**src/rtl/smbh_pkg.sv**
```systemverilog
package smbh_pkg;
    timeunit 1ns;
    timeprecision 1ps;

    localparam int OFS_STAT = 0;
    localparam int OFS_CTRL = 2;
    localparam int OFS_CMD  = 3;
    localparam int OFS_ADDR = 4;
    localparam int OFS_D0   = 5;
    localparam int OFS_D1   = 6;
    localparam int OFS_BLK  = 7;
    localparam int OFS_PEC  = 8;
    localparam int OFS_AUXS = 12;
    localparam int OFS_AUXC = 13;

    localparam int CTL_KILL  = 1;
    localparam int CTL_KLO   = 2;
    localparam int CTL_KHI   = 4;
    localparam int CTL_LAST  = 5;
    localparam int CTL_START = 6;
    localparam int CTL_PEC   = 7;

    localparam int ST_BUSY  = 0;
    localparam int ST_CPL   = 1;
    localparam int ST_DEV   = 2;
    localparam int ST_BUS   = 3;
    localparam int ST_FAIL  = 4;
    localparam int ST_BDONE = 7;

    localparam int AUX_W = 2;

    typedef enum logic [2:0] {
        XK_QUICK, XK_BYTE, XK_BYTE_DATA, XK_WORD,
        XK_PROC, XK_BLOCK, XK_I2C_BLOCK, XK_RSVD
    } xact_kind_e;

    typedef enum logic [1:0] {
        HS_IDLE, HS_LAUNCH, HS_ACTIVE, HS_ABORT
    } host_state_e;

    typedef struct packed {
        logic byte_done;
        logic failed;
        logic bus_err;
        logic dev_err;
        logic complete;
    } flag_set_t;
endpackage

```
**src/rtl/smbh_status.sv**
```systemverilog
module smbh_status
    import smbh_pkg::*;
(
    input  logic      clk,
    input  logic      rst_n,
    input  flag_set_t set_i,
    input  flag_set_t clr_i,
    output flag_set_t flags_o
);
    timeunit 1ns;
    timeprecision 1ps;

    flag_set_t flags_q;

    always_ff @(posedge clk or negedge rst_n) begin
        if (!rst_n) begin
            flags_q <= '0;
        end else begin
            flags_q <= (flags_q & ~clr_i) | set_i;
        end
    end

    assign flags_o = flags_q;

    property p_clear_complete;
        @(posedge clk) disable iff (!rst_n)
        (clr_i.complete && !set_i.complete) |=> !flags_o.complete;
    endproperty
    assert_w1c_clears_R8: assert property (p_clear_complete);

    property p_set_wins;
        @(posedge clk) disable iff (!rst_n)
        (set_i.failed) |=> flags_o.failed;
    endproperty
    assert_set_over_clear_R8: assert property (p_set_wins);

    property p_zero_keeps;
        @(posedge clk) disable iff (!rst_n)
        (!clr_i.dev_err && flags_o.dev_err) |=> flags_o.dev_err;
    endproperty
    assert_zero_write_keeps_R8: assert property (p_zero_keeps);
endmodule

```
**src/rtl/smbh_fsm.sv**
```systemverilog
module smbh_fsm
    import smbh_pkg::*;
(
    input  logic      clk,
    input  logic      rst_n,
    input  logic      start_req_i,
    input  logic      kill_i,
    input  logic      done_i,
    input  logic      nack_i,
    input  logic      lost_i,
    input  logic      byte_done_i,
    output logic      busy_o,
    output logic      start_o,
    output logic      kill_o,
    output logic      ctrl_open_o,
    output flag_set_t set_o
);
    timeunit 1ns;
    timeprecision 1ps;

    host_state_e state_q, state_d;

    always_ff @(posedge clk or negedge rst_n) begin
        if (!rst_n) begin
            state_q <= HS_IDLE;
        end else begin
            state_q <= state_d;
        end
    end

    always_comb begin
        state_d = state_q;
        unique case (state_q)
            HS_IDLE:   if (start_req_i) state_d = HS_LAUNCH;
            HS_LAUNCH: state_d = HS_ACTIVE;
            HS_ACTIVE: begin
                if (kill_i)                          state_d = HS_ABORT;
                else if (lost_i || nack_i || done_i) state_d = HS_IDLE;
            end
            HS_ABORT:  if (!kill_i) state_d = HS_IDLE;
        endcase
    end

    always_comb begin
        busy_o      = 1'b0;
        start_o     = 1'b0;
        kill_o      = 1'b0;
        ctrl_open_o = 1'b0;
        set_o       = '0;
        unique case (state_q)
            HS_IDLE:   ctrl_open_o = 1'b1;
            HS_LAUNCH: begin
                busy_o  = 1'b1;
                start_o = 1'b1;
            end
            HS_ACTIVE: begin
                busy_o            = 1'b1;
                set_o.byte_done   = byte_done_i;
                set_o.failed      = kill_i;
                set_o.bus_err     = !kill_i && lost_i;
                set_o.dev_err     = !kill_i && !lost_i && nack_i;
                set_o.complete    = !kill_i && !lost_i && !nack_i && done_i;
            end
            HS_ABORT:  kill_o = 1'b1;
        endcase
    end

    property p_launch;
        @(posedge clk) disable iff (!rst_n)
        (state_q == HS_IDLE && start_req_i) |=> (start_o && busy_o);
    endproperty
    assert_launch_R3: assert property (p_launch);

    property p_pulse;
        @(posedge clk) disable iff (!rst_n)
        start_o |=> !start_o;
    endproperty
    assert_start_one_cycle_R3: assert property (p_pulse);

    property p_no_relaunch;
        @(posedge clk) disable iff (!rst_n)
        (busy_o && start_req_i) |=> !start_o;
    endproperty
    assert_busy_start_ignored_R4: assert property (p_no_relaunch);

    property p_done;
        @(posedge clk) disable iff (!rst_n)
        (state_q == HS_ACTIVE && done_i && !kill_i) |=> !busy_o;
    endproperty
    assert_done_drops_busy_R5: assert property (p_done);

    property p_err;
        @(posedge clk) disable iff (!rst_n)
        (state_q == HS_ACTIVE && !kill_i && (lost_i || nack_i)) |=> (!busy_o && !kill_o);
    endproperty
    assert_error_ends_R6: assert property (p_err);

    property p_kill;
        @(posedge clk) disable iff (!rst_n)
        (state_q == HS_ACTIVE && kill_i) |=> (!busy_o && kill_o);
    endproperty
    assert_kill_aborts_R7: assert property (p_kill);

    property p_idle_hold;
        @(posedge clk) disable iff (!rst_n)
        (state_q == HS_IDLE && !start_req_i) |=> (state_q == HS_IDLE);
    endproperty
    assert_idle_events_ignored_R12: assert property (p_idle_hold);
endmodule

```
**src/rtl/smbh_regfile.sv**
```systemverilog
module smbh_regfile
    import smbh_pkg::*;
#(
    parameter int AW = 4,
    parameter int DW = 8
) (
    input  logic             clk,
    input  logic             rst_n,
    input  logic             wr_en_i,
    input  logic [AW-1:0]    wr_addr_i,
    input  logic [DW-1:0]    wr_data_i,
    input  logic [AW-1:0]    rd_addr_i,
    output logic [DW-1:0]    rd_data_o,
    input  logic             ctrl_open_i,
    input  logic             busy_i,
    input  flag_set_t        flags_i,
    input  logic             rx_valid_i,
    input  logic [DW-1:0]    rx0_i,
    input  logic [DW-1:0]    rx1_i,
    output logic             start_req_o,
    output flag_set_t        clr_o,
    output logic             kill_o,
    output xact_kind_e       kind_o,
    output logic             last_o,
    output logic             pec_en_o,
    output logic [DW-1:0]    cmd_o,
    output logic [DW-1:0]    addr_o,
    output logic [DW-1:0]    d0_o,
    output logic [DW-1:0]    d1_o,
    output logic [DW-1:0]    blk_o,
    output logic [DW-1:0]    pec_o,
    output logic [AUX_W-1:0] aux_o
);
    timeunit 1ns;
    timeprecision 1ps;

    localparam logic [AW-1:0] A_STAT = AW'(OFS_STAT);
    localparam logic [AW-1:0] A_CTRL = AW'(OFS_CTRL);
    localparam logic [AW-1:0] A_CMD  = AW'(OFS_CMD);
    localparam logic [AW-1:0] A_ADDR = AW'(OFS_ADDR);
    localparam logic [AW-1:0] A_D0   = AW'(OFS_D0);
    localparam logic [AW-1:0] A_D1   = AW'(OFS_D1);
    localparam logic [AW-1:0] A_BLK  = AW'(OFS_BLK);
    localparam logic [AW-1:0] A_PEC  = AW'(OFS_PEC);
    localparam logic [AW-1:0] A_AUXC = AW'(OFS_AUXC);

    logic              kill_q, last_q, pecen_q;
    xact_kind_e        kind_q;
    logic [DW-1:0]     cmd_q, addr_q, d0_q, d1_q, blk_q, pec_q;
    logic [AUX_W-1:0]  aux_q;

    wire ctrl_wr = wr_en_i && (wr_addr_i == A_CTRL);
    wire stat_wr = wr_en_i && (wr_addr_i == A_STAT);

    assign start_req_o = ctrl_wr && wr_data_i[CTL_START] && !wr_data_i[CTL_KILL];

    always_comb begin
        clr_o = '0;
        if (stat_wr) begin
            clr_o.byte_done = wr_data_i[ST_BDONE];
            clr_o.failed    = wr_data_i[ST_FAIL];
            clr_o.bus_err   = wr_data_i[ST_BUS];
            clr_o.dev_err   = wr_data_i[ST_DEV];
            clr_o.complete  = wr_data_i[ST_CPL];
        end
    end

    always_ff @(posedge clk or negedge rst_n) begin
        if (!rst_n) begin
            kill_q  <= 1'b0;
            last_q  <= 1'b0;
            pecen_q <= 1'b0;
            kind_q  <= XK_QUICK;
            cmd_q   <= '0;
            addr_q  <= '0;
            d0_q    <= '0;
            d1_q    <= '0;
            blk_q   <= '0;
            pec_q   <= '0;
            aux_q   <= '0;
        end else begin
            if (ctrl_wr) begin
                kill_q <= wr_data_i[CTL_KILL];
                if (ctrl_open_i) begin
                    kind_q  <= xact_kind_e'(wr_data_i[CTL_KHI:CTL_KLO]);
                    last_q  <= wr_data_i[CTL_LAST];
                    pecen_q <= wr_data_i[CTL_PEC];
                end
            end
            if (wr_en_i) begin
                if (wr_addr_i == A_CMD)  cmd_q  <= wr_data_i;
                if (wr_addr_i == A_ADDR) addr_q <= wr_data_i;
                if (wr_addr_i == A_D0)   d0_q   <= wr_data_i;
                if (wr_addr_i == A_D1)   d1_q   <= wr_data_i;
                if (wr_addr_i == A_BLK)  blk_q  <= wr_data_i;
                if (wr_addr_i == A_PEC)  pec_q  <= wr_data_i;
                if (wr_addr_i == A_AUXC) aux_q  <= wr_data_i[AUX_W-1:0];
            end
            if (rx_valid_i) begin
                d0_q <= rx0_i;
                d1_q <= rx1_i;
            end
        end
    end

    always_comb begin
        rd_data_o = '0;
        case (rd_addr_i)
            A_STAT: begin
                rd_data_o[ST_BDONE] = flags_i.byte_done;
                rd_data_o[ST_FAIL]  = flags_i.failed;
                rd_data_o[ST_BUS]   = flags_i.bus_err;
                rd_data_o[ST_DEV]   = flags_i.dev_err;
                rd_data_o[ST_CPL]   = flags_i.complete;
                rd_data_o[ST_BUSY]  = busy_i;
            end
            A_CTRL: begin
                rd_data_o[CTL_PEC]           = pecen_q;
                rd_data_o[CTL_LAST]          = last_q;
                rd_data_o[CTL_KHI:CTL_KLO]   = kind_q;
                rd_data_o[CTL_KILL]          = kill_q;
            end
            A_CMD:  rd_data_o = cmd_q;
            A_ADDR: rd_data_o = addr_q;
            A_D0:   rd_data_o = d0_q;
            A_D1:   rd_data_o = d1_q;
            A_BLK:  rd_data_o = blk_q;
            A_PEC:  rd_data_o = pec_q;
            A_AUXC: rd_data_o[AUX_W-1:0] = aux_q;
            default: rd_data_o = '0;
        endcase
    end

    assign kill_o   = kill_q;
    assign kind_o   = kind_q;
    assign last_o   = last_q;
    assign pec_en_o = pecen_q;
    assign cmd_o    = cmd_q;
    assign addr_o   = addr_q;
    assign d0_o     = d0_q;
    assign d1_o     = d1_q;
    assign blk_o    = blk_q;
    assign pec_o    = pec_q;
    assign aux_o    = aux_q;

    property p_freeze;
        @(posedge clk) disable iff (!rst_n)
        (!ctrl_open_i) |=> ($stable(kind_q) && $stable(last_q) && $stable(pecen_q));
    endproperty
    assert_ctrl_frozen_busy_R4: assert property (p_freeze);

    property p_rx_wins;
        @(posedge clk) disable iff (!rst_n)
        rx_valid_i |=> (d0_q == $past(rx0_i) && d1_q == $past(rx1_i));
    endproperty
    assert_rx_loads_data_R11: assert property (p_rx_wins);
endmodule

```
**src/rtl/smbus_host_front.sv**
```systemverilog
module smbus_host_front
    import smbh_pkg::*;
#(
    parameter int AW = 4,
    parameter int DW = 8
) (
    input  logic          clk,
    input  logic          rst_n,
    input  logic          reg_wr_en,
    input  logic [AW-1:0] reg_wr_addr,
    input  logic [DW-1:0] reg_wr_data,
    input  logic [AW-1:0] reg_rd_addr,
    output logic [DW-1:0] reg_rd_data,
    output logic          eng_start,
    output logic          eng_kill,
    output logic [2:0]    eng_kind,
    output logic          eng_last,
    output logic          eng_pec_en,
    output logic [6:0]    eng_target,
    output logic          eng_read,
    output logic [DW-1:0] eng_cmd,
    output logic [DW-1:0] eng_tx0,
    output logic [DW-1:0] eng_tx1,
    output logic [DW-1:0] eng_blk,
    output logic [DW-1:0] eng_pec_byte,
    output logic          eng_hw_pec,
    output logic          eng_buf32,
    output logic          host_busy,
    input  logic          eng_done,
    input  logic          eng_nack,
    input  logic          eng_lost,
    input  logic          eng_byte_done,
    input  logic          eng_rx_valid,
    input  logic [DW-1:0] eng_rx0,
    input  logic [DW-1:0] eng_rx1
);
    timeunit 1ns;
    timeprecision 1ps;

    logic             start_req, kill_q, ctrl_open, busy;
    flag_set_t        set_v, clr_v, flags_v;
    xact_kind_e       kind_v;
    logic [DW-1:0]    addr_v;
    logic [AUX_W-1:0] aux_v;

    smbh_regfile #(.AW(AW), .DW(DW)) regs_i (
        .clk         (clk),
        .rst_n       (rst_n),
        .wr_en_i     (reg_wr_en),
        .wr_addr_i   (reg_wr_addr),
        .wr_data_i   (reg_wr_data),
        .rd_addr_i   (reg_rd_addr),
        .rd_data_o   (reg_rd_data),
        .ctrl_open_i (ctrl_open),
        .busy_i      (busy),
        .flags_i     (flags_v),
        .rx_valid_i  (eng_rx_valid),
        .rx0_i       (eng_rx0),
        .rx1_i       (eng_rx1),
        .start_req_o (start_req),
        .clr_o       (clr_v),
        .kill_o      (kill_q),
        .kind_o      (kind_v),
        .last_o      (eng_last),
        .pec_en_o    (eng_pec_en),
        .cmd_o       (eng_cmd),
        .addr_o      (addr_v),
        .d0_o        (eng_tx0),
        .d1_o        (eng_tx1),
        .blk_o       (eng_blk),
        .pec_o       (eng_pec_byte),
        .aux_o       (aux_v)
    );

    smbh_fsm fsm_i (
        .clk         (clk),
        .rst_n       (rst_n),
        .start_req_i (start_req),
        .kill_i      (kill_q),
        .done_i      (eng_done),
        .nack_i      (eng_nack),
        .lost_i      (eng_lost),
        .byte_done_i (eng_byte_done),
        .busy_o      (busy),
        .start_o     (eng_start),
        .kill_o      (eng_kill),
        .ctrl_open_o (ctrl_open),
        .set_o       (set_v)
    );

    smbh_status stat_i (
        .clk     (clk),
        .rst_n   (rst_n),
        .set_i   (set_v),
        .clr_i   (clr_v),
        .flags_o (flags_v)
    );

    assign eng_kind   = kind_v;
    assign eng_target = addr_v[7:1];
    assign eng_read   = addr_v[0];
    assign eng_hw_pec = aux_v[0];
    assign eng_buf32  = aux_v[1];
    assign host_busy  = busy;

    property p_kill_not_busy;
        @(posedge clk) disable iff (!rst_n)
        eng_kill |-> !host_busy;
    endproperty
    assert_kill_excludes_busy_R7: assert property (p_kill_not_busy);
endmodule

```
**config.mk**
```make
export PLATFORM = sky130hd
export DESIGN_NAME = smbus_host_front
export DESIGN_NICKNAME = d
export VERILOG_FILES = /design/src/rtl/smbh_pkg.sv /design/src/rtl/smbh_status.sv /design/src/rtl/smbh_fsm.sv /design/src/rtl/smbh_regfile.sv /design/src/rtl/smbus_host_front.sv
export SDC_FILE = /design/constraint.sdc
export NUM_CORES = 1
export LEC_CHECK = 0
export CAP_MARGIN = 15
export CORE_MARGIN = 2
export CORE_UTILIZATION = 50
export DETAILED_ROUTE_END_ITERATION = 10
export PLACE_DENSITY = 0.86
export RECOVER_POWER = 50
export SYNTH_ARGS = -nofsm -noshare
export SYNTH_HDL_FRONTEND = slang
export SYNTH_SLANG_ARGS = --single-unit
```
**constraint.sdc**
```tcl
create_clock -name clk -period 5.6 [get_ports clk]
set_clock_uncertainty 0.2 [all_clocks]
set_input_delay 1.68 -clock clk [delete_from_list [all_inputs] [get_ports clk]]
set_output_delay 1.68 -clock clk [all_outputs]
set_load 0.01 [all_outputs]
```
### Word-level counts from Yosys, hierarchy flattened

Index checks and enable logic that the tools add are counted.
Widths: inputs -> output; s select.

| storage, ports and cells | value |
|---|---|
| RAM bits | 0 |
| bits in registers | 63 |
| memories kept | 0 |
| latch bits | 0 |
| bits in read-only memories | 0 |

| operators by class | value |
|---|---|
| magnitude comparators | 0 |
| bitwise operators | 3 |
| shifts and indexed selects | 0 |
| reduce and logical (&&, ||, !) cells | 31 |
| divide/modulo/power cells | 0 |
| $add $sub $neg | 0 |
| mux-type cells | 23 |
| $mul | 0 |
| eq/ne operators | 22 |

Operators by type and width:

| kind | number |
|---|---|
| $mux 8 | 6 |
| $eq 4x3->1 const B | 8 |
| $pmux 3 s8 | 1 |
| $eq 4x2->1 const B | 4 |
| $eq 4x4->1 const B | 4 |
| $pmux 1 s8 | 2 |
| $reduce_and 2->1 | 8 |
| $mux 5 | 2 |
| $logic_and 1x1->1 | 9 |
| $pmux 1 s9 | 1 |
| $logic_not 4->1 | 2 |
| $mux 2 | 4 |
| $pmux 2 s4 | 1 |
| $pmux 1 s7 | 1 |
| $pmux 1 s6 | 1 |
| $reduce_bool 2->1 | 3 |
| $and 5x5->5 | 1 |
| $not 5->5 | 1 |
| $or 5x5->5 | 1 |
| $eq 2x2->1 const B | 2 |
| $logic_not 1->1 | 4 |
| $mux 1 | 4 |
| $ne 3x2->1 const B | 1 |
| $reduce_and 3->1 | 1 |
| 6 further kinds | 7 |

### Depth between registers and ports, before layout

| logic depth | value |
|---|---|
| depth in word-level cells | 6 |
| mapped depth | 6 |

### Modules after synthesis

Synthesis repeated with hierarchy kept, for this count alone.

| second synthesis, totals | value |
|---|---|
| cells, all modules | 307 |
| area total of the unflattened synthesis | 3414.5 um^2 |

By module, submodules not included:

| module | seq. area each (um^2) | instances | cells each | area an instance (um^2) |
|---|---|---|---|---|
| smbh_regfile | 1401.3 | 1 | 268 | 2989.1 |
| smbh_fsm | 50.0 | 1 | 24 | 244.0 |
| smbh_status | 125.1 | 1 | 15 | 181.4 |

### Least setup slack after synthesis

OpenSTA, ideal clock, no wires.

| timing | value |
|---|---|
| path kind | input-to-output |
| start point | input port reg_rd_addr[3] |
| end point | output port reg_rd_data[5] |
| data arrival time | 2776 ps |
| data required time | 3720 ps |
| stages on the path | 5 |
| setup slack | 944 ps |
| path through | clkbuf_1 buf_1 nor2_1 a222oi_1 o31ai_1 |

| between the ends | value |
|---|---|
| longest elaborated chain between the ends | 2 |
| elaborated cells between the ends (all ways) | 8 |
| those cells by class | eq/ne: 7; mux: 1 |

Ends and longest elaborated chain:

| what | line | source |
|---|---|---|
| from (decl) | smbus_host_front.sv:12 | `input logic [AW-1:0] reg_rd_addr,` |
| $eq 4x4->1 (tied with other cells) | smbh_regfile.sv:108 | `case (rd_addr_i)` |
| $pmux 1 s7 (*) | smbh_regfile.sv:108 |  |
| to (decl) | smbus_host_front.sv:13 | `output logic [DW-1:0] reg_rd_data,` |

Every way passes the cells marked *; elsewhere a longest branch is shown, timed or not.

### Final worst setup path

| timing | value |
|---|---|
| start point | input port reg_rd_addr[1] |
| end point | output port reg_rd_data[7] |

| between the ends | value |
|---|---|
| longest elaborated chain between the ends | 2 |
| elaborated cells between the ends (all ways) | 9 |
| those cells by class | eq/ne: 7; mux: 1; reduce/logical: 1 |

Ends and longest elaborated chain:

| what | line |
|---|---|
| $eq 4x4->1 (tied with other cells) | smbh_regfile.sv:108 |
| $pmux 1 s8 (*) | smbh_regfile.sv:108 |

Marked as above.

==> metrics.md <==
| Metric | Value |
|---|---|
| CP required | between 3 and 4 ns |
| R2r startpoint | fsm_i.state_q[0]$_DFFE_PN0P_ |
| Synth area leaders | dfrtp_1 (49%), mux2_2 (16%), a222oi_1 (5.2%) |
| Multi-input logic area | 1515 um2 |
| Gpl congestion | 0.8825 |
| Hold_sp | stat_i.flags_o[3]$_DFF_PN0_ |
| Worst-Skew Late Latency | 0.34 ns |
| Via/cell ratio | approximately 6.3 |
| Ys flop type | dfrtp_1 |
| CP endpoint kind | output pin |
| Vias in the first global route | 2996 |
| GRT Total Usage | 30.54% |
| Post-synth EDFFs | 0 |
| Overall Power | between 1.5 and 2 mW |
| CTS root buf | clkbuf_8 |
| Setup CP Type | input pin to output pin |
| Post-Route WL | 10.49 mm |
| FF/Latch Area | about 1600 um2 |
| Maxcap violations | 1 |
| CTS tree | done |
| First drt pass iteration count | 7 |
| Post-synth top area share | about 50% |
| Sequential area share after synthesis | 48.61% |
| Die height | 84.54 um |
| H-tree depth | 3 |
| Final worst slack | 0.05639 ns |
| DR iter-0 viols | 348 |
| Boundary Pins | 106 |
| Fillers | 437 |
| Die Area | 7146 um2 |
| DR vias | 2960 |
| Fin crit period | 5.544 ns |
| Min Hold Slack | 0.3253 ns |
| First-pass GRT wire length | 16.45 mm |
| Die W | 84.54 um |
| Ys async rst share | 100.0% |
| Core Area | approximately 6300 um2 |
| Crit-path max FO | 21 |
| Status | finished, violations left |
| Num CTS Buffers | 9 |
| Synth warnings | 0 |
| Most frequent cells in the layout | clkdlybuf4s50_1 (71), dfrtp_1 (63), mux2_2 (45), dlygate4sd3_1 (30), inv_1 (24) |
| TritonCTS Sinks | 63 |
| Slowest-stage cell, CP | clkdlybuf4s50_1 |
| Post-DP HPWL | 7.294 mm |
| Yosys reg bits | 63 |
| Post-Synthesis Cells | 276 |
| Most frequent CP cell | clkdlybuf4s50_1 |
| Setup crit start kind | input pin |
| Row cnt | 29 |
| Global route overflow | 0 |
| Area grow syn2layout | 43.21% |
| IO Port Bufs | 105 |
| Total negative slack | 0 ns |
| Peak supply drop | roughly 0.00023 V |
| Final #Nets | about 440 |
| Hold_buf cts | 0 |
| Min-Delay Path Class | register to register |
| Mapped Nets | 321 |
| Rel. slew slack | -122.4% |
| Crit path from | reg_rd_addr[1] |
| Fin. Hold Viols | 0 |
| Leak | 2.061 nW |
| Synthesized cell area | approximately 3200 um2 |
| Worst slack at placement | 0.002553 ns |
| Cell Chain, Critical Path | clkdlybuf4s50_1 > buf_12 > nor2b_1 > a22oi_1 > a211oi_1 > a211o_1 > clkdlybuf4s50_1 |
| Wirelength per Cell | 22.26 um |
| Most common cell after layout, fill and taps aside | clkdlybuf4s50_1 |
| Largest net degree at the start of global routing | 64 |
| Proportion of layout cells with a drive suffix above 1 | between 20% and 30% |
| Synth Area per Inst | about 12 um2 |
| Pwr/cell area | about 360 nW/um2 |
| Setup violations, final | 0 |
| Final period util | a little under 100% |
| Initial antenna violation count | 0 |
| Violated checks | capacitance limit, slew limit |
| Routed Antenna Nets | 0 |
| Max frequency | 0.1804 GHz |
| # DRC | 0 |
| Unique cell type count in the Yosys netlist | 51 |
| Clock Tree Buf Depth | 2 |
| Slew Viols, Final | 64 |
| Clock-pin slew on the worst setup and hold paths | ~0.07 ns |
| Number of diodes | 0 |
| RSZ-0062 raised after global routing | true |
| CP arrival | 3.66 ns |
| Most area-hungry cell type in the Yosys netlist | dfrtp_1 |
| Worst Max-Slew Pin Slew | ~3.3 ns |
| CP max stage delay | ~0.53 ns |
| Initial core utilization | roughly half |
[routing by layer]
layer / share of wire, % / GRT usage [%] / routed length [um]
met5: 0 / 0 / 0
met4: 3.0 / 12.41 / 310
met3: 8.7 / 6.391 / 909
met2: 50 / 50.54 / 5234
met1: 38 / 39.31 / 4030
[critical path: cells and delay by family]
family / cells / cell delay, ns
buffers and inverters: 3 / 1.22
AOI/OAI and AO/OA: 3 / 0.52
and+or+nand+nor: 1 / 0.24
[logic make-up after synthesis]
group | synth area share, %
fa+ha+maj | 1.929
compound gates | 15.16
mux | 18.90
buf+inv | 4.668
simple gates | 10.73
flops | 48.61
[area by class of cell]
| cell class | instances | area share (%) |
|---|---|---|
| flip-flops and latches | 63 | 33.94 |
| clock inverters | 3 | 0.9159 |
| clock buffers | 12 | 3.341 |
| repair buffers | 117 | 25.16 |
| well taps | 77 | 2.074 |
| multi-input cells | 175 | 32.62 |
| inverters | 24 | 1.940 |
[flip-flops by register name (all words and copies together) (netlist names)]
register	cells
regs_i.kill_o	1
regs_i.pec_en_o	1
regs_i.last_o	1
fsm_i.state_q	2
regs_i.pec_o	8
regs_i.d0_o	8
regs_i.kind_o	3
regs_i.d1_o	8
regs_i.aux_o	2
regs_i.blk_o	8
regs_i.addr_o	8
regs_i.cmd_o	8
stat_i.flags_o	5
[Yosys cell counts (2+ instances only)]
| library cell | count |
|---|---|
| dfrtp_1 | 63 |
| mux2_2 | 45 |
| inv_1 | 24 |
| a222oi_1 | 17 |
| nand2_1 | 13 |
| clkbuf_1 | 8 |
| a22oi_1 | 7 |
| nor2_1 | 7 |
| o21ai_0 | 7 |
| nor2b_1 | 6 |
| a21oi_1 | 5 |
| ha_1 | 5 |
| mux2i_1 | 5 |
| a22o_1 | 4 |
| and2_1 | 4 |
| buf_2 | 4 |
| nand3_1 | 4 |
| a32oi_1 | 3 |
| nand2b_1 | 3 |
| nand3b_1 | 3 |
| a221o_1 | 2 |
| a32o_1 | 2 |
| mux4_2 | 2 |
| nor3_1 | 2 |
| nor3_2 | 2 |
| nor3b_1 | 2 |
| nor4_1 | 2 |
| o31ai_1 | 2 |
[final timing paths]
| check | cells past startpoint | slack, ns | to |
|---|---|---|---|
| worst max-delay path | 7 | 0.06 | reg_rd_data[7] |
| worst min-delay path | 1 | 0.33 | stat_i.flags_o[3]$_DFF_PN0_ |
| worst max register to register | 6 | 3.48 | fsm_i.state_q[1]$_DFFE_PN0P_ |
| worst min register to register | 1 | 0.33 | stat_i.flags_o[3]$_DFF_PN0_ |
| max in group asynchronous | 2 | 0.97 | regs_i.last_o$_DFFE_PN0P_ |
| min in group asynchronous | 2 | 2.36 | regs_i.d0_o[4]$_DFFE_PN0P_ |
[metrics by stage]
step | instance area [um2] | std cells | utilization (%)
5_1_grt | 4644 | 471 | 73.56
6_report | 4644 | 471 | 73.56
3_5_place_dp | 4432 | 455 | 70.19
4_1_cts | 4636 | 470 | 73.42
2_1_floorplan | 3243 | 276 | -
3_3_place_gp | 4432 | 455 | 70.19
[power by group]
part,switching [mW],internal [mW],leakage (nW)
Clock,0.176,0.227,0.0985
Combinational,0.243,0.332,1.19
Sequential,0.105,0.566,0.768
Total,0.525,1.12,2.06
[timing repair]
item / 4_1_cts / 5_1_grt
resized for setup: 2 / 6
hold endpoints to repair: 0 / 0
pin swaps: 0 / 1
gates cloned: 0 / 0
setup endpoints to repair: 2 / 5
buffers inserted: 0 / 1
(Power assumes the default switching activity.)
